===== src/rtl/adc_cfg_pkg.sv =====
`timescale 1ns/1ps
package adc_cfg_pkg;

    localparam int SPI_BITS   = 16;
    localparam int BYTE_W     = 8;
    localparam int ADDR_W     = 7;
    localparam int CFG_WRITES = 5;
    localparam int CFG_STEPS  = 2 * CFG_WRITES - 1;
    localparam int TM_STEPS   = 3;
    localparam int STEP_W     = $clog2(CFG_STEPS);

    localparam logic [ADDR_W-1:0] A_RESET = 7'h00;
    localparam logic [ADDR_W-1:0] A_FMT   = 7'h01;
    localparam logic [ADDR_W-1:0] A_LANES = 7'h02;
    localparam logic [ADDR_W-1:0] A_PAT_H = 7'h03;
    localparam logic [ADDR_W-1:0] A_PAT_L = 7'h04;

    localparam logic [BYTE_W-1:0] V_RESET = 8'h80;
    localparam logic [BYTE_W-1:0] V_FMT   = 8'h20;
    localparam logic [BYTE_W-1:0] V_LANES = 8'h11;
    localparam logic [BYTE_W-1:0] TM_MASK = 8'h04;

    typedef enum logic { OP_CFG, OP_TM } op_e;

    typedef enum logic [1:0] { SQ_IDLE, SQ_ISSUE, SQ_WAIT, SQ_FIN } sq_e;

    typedef struct packed {
        logic              rd;
        logic              chk;
        logic              cap;
        logic              last;
        logic [ADDR_W-1:0] addr;
        logic [BYTE_W-1:0] val;
    } step_t;

    // Value the script writes to a setup register.
    function automatic logic [BYTE_W-1:0] setup_value(logic [ADDR_W-1:0] a,
                                                      logic [15:0] pat);
        case (a)
            A_RESET: return V_RESET;
            A_FMT:   return V_FMT;
            A_LANES: return V_LANES;
            A_PAT_H: return pat[15:8];
            default: return pat[7:0];
        endcase
    endfunction

    function automatic logic [BYTE_W-1:0] tm_apply(logic [BYTE_W-1:0] v, logic en);
        return en ? (v | TM_MASK) : (v & ~TM_MASK);
    endfunction

    function automatic logic [SPI_BITS-1:0] spi_word(step_t s);
        return {s.rd, s.addr, (s.rd ? {BYTE_W{1'b0}} : s.val)};
    endfunction

endpackage


===== src/rtl/cfg_script.sv =====
`timescale 1ns/1ps
module cfg_script
    import adc_cfg_pkg::*;
(
    input  op_e               op,
    input  logic [STEP_W-1:0] idx,
    input  logic [15:0]       pattern,
    input  logic              tm_en,
    input  logic [BYTE_W-1:0] held,
    output step_t             step
);
    localparam logic [STEP_W-1:0] LAST_WR = STEP_W'(CFG_WRITES - 1);
    localparam logic [STEP_W-1:0] LAST_CF = STEP_W'(CFG_STEPS - 1);
    localparam logic [STEP_W-1:0] LAST_TM = STEP_W'(TM_STEPS - 1);

    logic [ADDR_W-1:0] rd_addr;
    logic [BYTE_W-1:0] tm_val;

    assign rd_addr = ADDR_W'(idx - LAST_WR);
    assign tm_val  = tm_apply(held, tm_en);

    always_comb begin
        step = '0;
        if (op == OP_CFG) begin
            if (idx <= LAST_WR) begin
                step.addr = ADDR_W'(idx);
                step.val  = setup_value(ADDR_W'(idx), pattern);
            end else begin
                step.rd   = 1'b1;
                step.chk  = 1'b1;
                step.addr = rd_addr;
                step.val  = setup_value(rd_addr, pattern);
                step.last = (idx == LAST_CF);
            end
        end else begin
            step.addr = A_LANES;
            step.val  = tm_val;
            case (idx)
                '0: begin
                    step.rd  = 1'b1;
                    step.cap = 1'b1;
                end
                STEP_W'(1): step.rd = 1'b0;
                default: begin
                    step.rd   = 1'b1;
                    step.chk  = 1'b1;
                    step.last = (idx == LAST_TM);
                end
            endcase
        end
    end
endmodule


===== src/rtl/spi_xfer16.sv =====
`timescale 1ns/1ps
module spi_xfer16
    import adc_cfg_pkg::*;
#(
    parameter int DIV_W = 8
) (
    input  logic                clk,
    input  logic                rst,
    input  logic                go,
    input  logic [SPI_BITS-1:0] word,
    input  logic [DIV_W-1:0]    div,
    input  logic                miso,
    output logic                sck,
    output logic                cs_n,
    output logic                mosi,
    output logic                xfer_done,
    output logic [BYTE_W-1:0]   rx_byte
);
    localparam int PH_W = $clog2(2 * SPI_BITS);
    localparam logic [PH_W-1:0] PH_LAST = PH_W'(2 * SPI_BITS - 1);

    typedef enum logic [1:0] { X_IDLE, X_ACT, X_GAP } xst_e;

    xst_e                st;
    logic [DIV_W-1:0]    cnt;
    logic [PH_W-1:0]     ph;
    logic [SPI_BITS-1:0] tx;
    logic [SPI_BITS-1:0] rx_sr;
    logic                gap_half;
    logic                tick;

    assign tick    = (cnt == div);
    assign mosi    = tx[SPI_BITS-1] & ~cs_n;
    assign rx_byte = rx_sr[BYTE_W-1:0];

    always_ff @(posedge clk) begin
        if (rst) begin
            st        <= X_IDLE;
            cnt       <= '0;
            ph        <= '0;
            tx        <= '0;
            rx_sr     <= '0;
            sck       <= 1'b0;
            cs_n      <= 1'b1;
            xfer_done <= 1'b0;
            gap_half  <= 1'b0;
        end else begin
            xfer_done <= 1'b0;
            case (st)
                X_IDLE: begin
                    if (go) begin
                        st   <= X_ACT;
                        cs_n <= 1'b0;
                        tx   <= word;
                        cnt  <= '0;
                        ph   <= '0;
                    end
                end
                X_ACT: begin
                    if (tick) begin
                        cnt <= '0;
                        ph  <= ph + 1'b1;
                        if (!ph[0]) begin
                            sck   <= 1'b1;
                            rx_sr <= {rx_sr[SPI_BITS-2:0], miso};
                        end else begin
                            sck <= 1'b0;
                            if (ph == PH_LAST) begin
                                cs_n     <= 1'b1;
                                gap_half <= 1'b0;
                                st       <= X_GAP;
                            end else begin
                                tx <= {tx[SPI_BITS-2:0], 1'b0};
                            end
                        end
                    end else begin
                        cnt <= cnt + 1'b1;
                    end
                end
                X_GAP: begin
                    if (tick) begin
                        cnt      <= '0;
                        gap_half <= 1'b1;
                        if (gap_half) begin
                            st        <= X_IDLE;
                            xfer_done <= 1'b1;
                        end
                    end else begin
                        cnt <= cnt + 1'b1;
                    end
                end
                default: st <= X_IDLE;
            endcase
        end
    end
endmodule


===== src/rtl/adc_cfg_seq.sv =====
`timescale 1ns/1ps
module adc_cfg_seq
    import adc_cfg_pkg::*;
#(
    parameter int DIV_W = 8
) (
    input  logic              clk,
    input  logic              rst,
    input  logic              start_cfg,
    input  logic              start_tm,
    input  logic              tm_enable,
    input  logic [15:0]       pattern,
    input  logic [DIV_W-1:0]  clk_div,
    output logic              spi_sck,
    output logic              spi_cs_n,
    output logic              spi_mosi,
    input  logic              spi_miso,
    output logic              busy,
    output logic              done,
    output logic              pass,
    output logic [ADDR_W-1:0] fail_addr
);
    sq_e               st;
    op_e               op;
    logic [STEP_W-1:0] idx;
    logic [15:0]       pat_q;
    logic              en_q;
    logic [BYTE_W-1:0] held;
    step_t             step;
    logic              go;
    logic              xdone;
    logic [BYTE_W-1:0] rx;

    assign go   = (st == SQ_ISSUE);
    assign busy = (st != SQ_IDLE);

    cfg_script u_script (
        .op      (op),
        .idx     (idx),
        .pattern (pat_q),
        .tm_en   (en_q),
        .held    (held),
        .step    (step)
    );

    spi_xfer16 #(.DIV_W(DIV_W)) u_spi (
        .clk       (clk),
        .rst       (rst),
        .go        (go),
        .word      (spi_word(step)),
        .div       (clk_div),
        .miso      (spi_miso),
        .sck       (spi_sck),
        .cs_n      (spi_cs_n),
        .mosi      (spi_mosi),
        .xfer_done (xdone),
        .rx_byte   (rx)
    );

    always_ff @(posedge clk) begin
        if (rst) begin
            st        <= SQ_IDLE;
            op        <= OP_CFG;
            idx       <= '0;
            pat_q     <= '0;
            en_q      <= 1'b0;
            held      <= '0;
            done      <= 1'b0;
            pass      <= 1'b0;
            fail_addr <= '0;
        end else begin
            done <= 1'b0;
            case (st)
                SQ_IDLE: begin
                    if (start_cfg || start_tm) begin
                        op        <= start_cfg ? OP_CFG : OP_TM;
                        idx       <= '0;
                        pat_q     <= pattern;
                        en_q      <= tm_enable;
                        pass      <= 1'b0;
                        fail_addr <= '0;
                        st        <= SQ_ISSUE;
                    end
                end
                SQ_ISSUE: st <= SQ_WAIT;
                SQ_WAIT: begin
                    if (xdone) begin
                        if (step.cap) held <= rx;
                        if (step.chk && (rx != step.val)) begin
                            fail_addr <= step.addr;
                            pass      <= 1'b0;
                            done      <= 1'b1;
                            st        <= SQ_FIN;
                        end else if (step.last) begin
                            pass <= 1'b1;
                            done <= 1'b1;
                            st   <= SQ_FIN;
                        end else begin
                            idx <= idx + 1'b1;
                            st  <= SQ_ISSUE;
                        end
                    end
                end
                SQ_FIN:  st <= SQ_IDLE;
                default: st <= SQ_IDLE;
            endcase
        end
    end
endmodule


===== config.mk =====
export PLATFORM = sky130hd
export DESIGN_NAME = adc_cfg_seq
export DESIGN_NICKNAME = d
export VERILOG_FILES = /design/src/rtl/adc_cfg_pkg.sv /design/src/rtl/cfg_script.sv /design/src/rtl/spi_xfer16.sv /design/src/rtl/adc_cfg_seq.sv
export SDC_FILE = /design/constraint.sdc
export NUM_CORES = 1
export LEC_CHECK = 0
export ABC_CLOCK_PERIOD_IN_PS = 2640
export BUFFER_PORTS_ARGS = -buffer_cell sky130_fd_sc_hd__buf_4
export CAP_MARGIN = 20
export CORE_UTILIZATION = 40
export CTS_CLUSTER_SIZE = 8
export DETAILED_ROUTE_END_ITERATION = 7
export PLACE_DENSITY = 0.57
export SYNTH_ARGS = -nofsm -noshare
export SYNTH_HDL_FRONTEND = slang
export SYNTH_HIERARCHICAL = 1
export SYNTH_SLANG_ARGS = --single-unit
export TNS_END_PERCENT = 10

===== constraint.sdc =====
create_clock -name clk -period 2.64 [get_ports clk]
set_input_delay 0.264 -clock clk [delete_from_list [all_inputs] [get_ports clk]]
set_output_delay 0.264 -clock clk [all_outputs]
set_load 0.01 [all_outputs]

======== Yosys cells after proc, flatten, opt, wreduce, memory -nomap -nowiden ========
Cells that the tools add are included.
storage, ports and cells
  bits in registers ....................... 84
  logic and storage cells ................. 153
operators by class
  $add $sub $neg .......................... 4
  $lt $le $gt $ge ......................... 1
  equal/unequal tests ..................... 28
  muxes and demuxes ....................... 66
  bitwise logic cells ..................... 7
  reductions and logical operators ........ 29
operator list
  operator                                        count
  two-way mux 16 bit                              5
  case mux 8 bit (4 select lines)                 2
  case mux 16 bit (2 select lines)                1
  two-way mux 2 bit                               12
  two-way mux 8 bit                               3
  two-way mux 1 bit                               23
  two-way mux 7 bit                               3
  AND reduction 5 bit                             4
  two-way mux 4 bit                               4
  case mux 8 bit (2 select lines)                 1
  two-way mux 15 bit                              1
  == test 7 x 2 -> 1 bit (second input constant)  2
  case mux 7 bit (2 select lines)                 1
  != test 2 x 1 -> 1 bit (second input constant)  6
  != test 2 bit (second input constant)           6
  two-way mux 5 bit                               2
  case mux 5 bit (2 select lines)                 1
  nonzero test 2 bit                              5
  AND reduction 3 bit                             3
  adder 8 x 1 -> 8 bit (second input constant)    1
  == test 4 x 2 -> 1 bit (second input constant)  2
  == test 8 bit                                   1
  != test 8 bit                                   1
  case mux 2 bit (4 select lines)                 1
  other kinds (27)                                44

======== Longest topological paths before layout ========
  depth after elaboration ................. 10
  mapped depth ............................ 12
  mapped depth without buffers ............ 9

======== Modules after synthesis ========
The synthesis kept the hierarchy.
modules (own cells, without submodules)
  module       instances  cells each  area an instance (um^2)  seq. area each (um^2)
  spi_xfer16   1          252         2235.9                   860.8
  adc_cfg_seq  1          212         1788.0                   820.8
  cfg_script   1          92          516.7                    0.0

======== Worst setup path before layout ========
No wires, ideal clock.
  kind .................................... register to register
  start ................................... register idx[2]
  end ..................................... register fail_addr[0]
  data arrival time ....................... 2219 ps
  required time ........................... 2514 ps
  path slack .............................. 295 ps
  cell stages (with the launch flop) ...... 13
  buffers on the path ..................... 3
  cells stage by stage .................... dfxtp_1 -> buf_2 -> or2_1 -> buf_6 -> nand2_2 -> a21oi_1 -> a211o_1 -> xnor2_1 -> nand4_1 -> o31ai_4 -> or3_1 -> buf_2 -> o32ai_1
RTL lines
  element                 line               text
  from (decl)             adc_cfg_seq.sv:25  logic [STEP_W-1:0] idx;
  from (signal assigned)  adc_cfg_seq.sv:99  idx <= idx + 1'b1;
  to (signal assigned)    adc_cfg_seq.sv:90  fail_addr <= step.addr;
  to (decl)               adc_cfg_seq.sv:21  output logic [ADDR_W-1:0] fail_addr

==> out/metrics.cfg <==
[status]
status = completed

[placement]
hpwlAfterDp_um = 7250
portBuffers = 42
post_dp_cell_area_sq_um = 4900
gp_congestion = 0.794
placedCellCount = 711

[worst_setup_path]
crit_path_max_fanout = 8
r2r_start = idx[0]$_SDFFE_PP0P_
critPathArrivalTime_ns = 2.66
crit_path_end_kind = flip-flop
startpoint_type = flip-flop
critical_path_class = flip-flop to flip-flop
crit_start = idx[0]$_SDFFE_PP0P_
required_ns = 2.89
cp-endpoint = idx[2]$_SDFFE_PP0P_
rr_endpoint = idx[2]$_SDFFE_PP0P_
reg2reg_depth = 11
reg2reg_slack_ns = 0.23

[cts]
ctsLongestPathBuffers = 2
insertion_delay_ns = 0.36
htree_levels = 3
cts_hold_buf = 0
cts_sinks = 83
cts_tree = done
path_clk_slew_ns = 0.09
cts_root_buf = clkbuf_8
cts_buffers = 9

[synthesis]
ys_warn_count = 6
syn_avg_cell_area_sq_um = 8.17
syn_inst = 552
syn_area_sq_um = 4510

[finish]
drive_above_1_share = 0.204
utilization = 0.469
diodes = 0
fin_area_sq_um = 5100
area_growth_pct = 13.2
stdcell_count = 729
num-nets-final = 621

[global_route]
grt_max_degree = 64
antenna_found_initial = 0
grt_pass1_vias = 3632
grt_usage = 0.188
grt_first_pass_wirelength_um = 17400
overflow = 0

[power]
p_leak_nw = 1.96
peakVddDrop_mv = 0.506
p_per_area_nw_per_um2 = 630

[sta]
fmax_mhz = 414
slew_headroom = 0.563
finalClockSkew_ns = 0.0103
min_period_over_period = 0.915
setup_tns_ns = 0
period_minus_slack_ns = 2.41
setup_viol = 0
final_hold_viol_count = 0
worst_pin_slew_ns = 0.655
rsz0062_at_grt = no
slew_violations = 0

[floorplanning]
start_util = 0.414
pin_count = 43
die_x_um = 108
fp-row-count = 38
fp.dieArea_sq_um = 11700
core_area_sq_um = 10900
die_h_um = 108

[route]
first_pass_iters = 5
drtAntennaViolNets = 0
routedWlPerCell_um = 14.2
drcViolationCount = 0
vias = 3999
drtIter0Drc = 213
drt_wl_total_um = 10400
via_per_inst = 5.49

[worst_hold_path]
min_path_type = input port to flip-flop

[run]
cap_violations = 0

[routing by layer]
layer | GRT usage | share of wire | vias to the layer above
li1 | - | - | 2016
met3 | 0.0428 | 0.050 | 15
met1 | 0.256 | 0.48 | 1865
met2 | 0.286 | 0.45 | 103
met4 | 0.0744 | 0.021 | 0
met5 | 0 | 0 | -
[critical path: stages (launching register included)]
cell and delay [ns]:
dfxtp_2 0.41, buf_4 0.18, nand2b_1 0.07, and3_1 0.18, a21oi_1 0.13, o221ai_1 0.19
xnor2_1 0.18, nand4_1 0.18, o31ai_4 0.33, buf_4 0.19, nand4_1 0.11, mux2i_1 0.14
[how the worst min path moves through the flow]
| stage | end | start | cells after the start |
|---|---|---|---|
| floorplan | op$_SDFFE_PP0P_ | start_cfg | 1 |
| global placement | pat_q[13]$_SDFFE_PP0P_ | pat_q[13]$_SDFFE_PP0P_ | 2 |
| detailed placement | held[7]$_SDFFE_PP0P_ | held[7]$_SDFFE_PP0P_ | 2 |
| CTS | op$_SDFFE_PP0P_ | start_cfg | 2 |
| global route | op$_SDFFE_PP0P_ | start_cfg | 2 |
| finish | op$_SDFFE_PP0P_ | start_cfg | 2 |
[registers in the layout (all words and copies together), names as in the netlist, 2 cells and up]
signal	cells
fail_addr	7
held	7
idx	4
pat_q	16
st	2
u_spi/cnt	8
u_spi/ph	5
u_spi/rx_sr	8
u_spi/st	2
u_spi/tx	16
[stage by stage]
step / setup slack (ns) / power [mW] / hold WS, ns
floorplan: 0.295 / 2.17 / 0.361
global placement: 0.163 / 2.39 / 0.443
detailed placement: 0.0728 / 2.41 / 0.445
CTS: 0.0494 / 3.24 / 0.0912
global route: 0.00343 / 3.43 / 0.101
finish: 0.225 / 3.22 / 0.108
[final cells by class]
type	instances	area [sq um]
clock inverter	5	28.8
tap	140	175
sequential	83	1670
timing repair buffer	58	439
clock buffer	11	141
multi-input combinational	412	2580
fill	1094	5790
inverter	20	75.1
[power by group]
group	internal (mW)	leakage (nW)	switching, mW	total [mW]
clock network	0.363	0.0928	0.461	0.824
logic	0.374	1.19	0.532	0.906
registers	1.39	0.676	0.0909	1.48
[layout by cell type (no fill, tap or decap), drive strengths merged, types with 17 or more instances in the layout]
cell type  instances
a21oi             58
buf               58
dfxtp             83
inv               20
mux2              17
nand2             74
nor2              35
nor3              21
o21ai             18
xnor2             17
[timing repair]
action | CTS | global route
setup buffers | 0 | 1
setup endpoints to repair | 0 | 13
resized for setup | 0 | 10
Note: power is estimated with default switching activity, not from simulation.
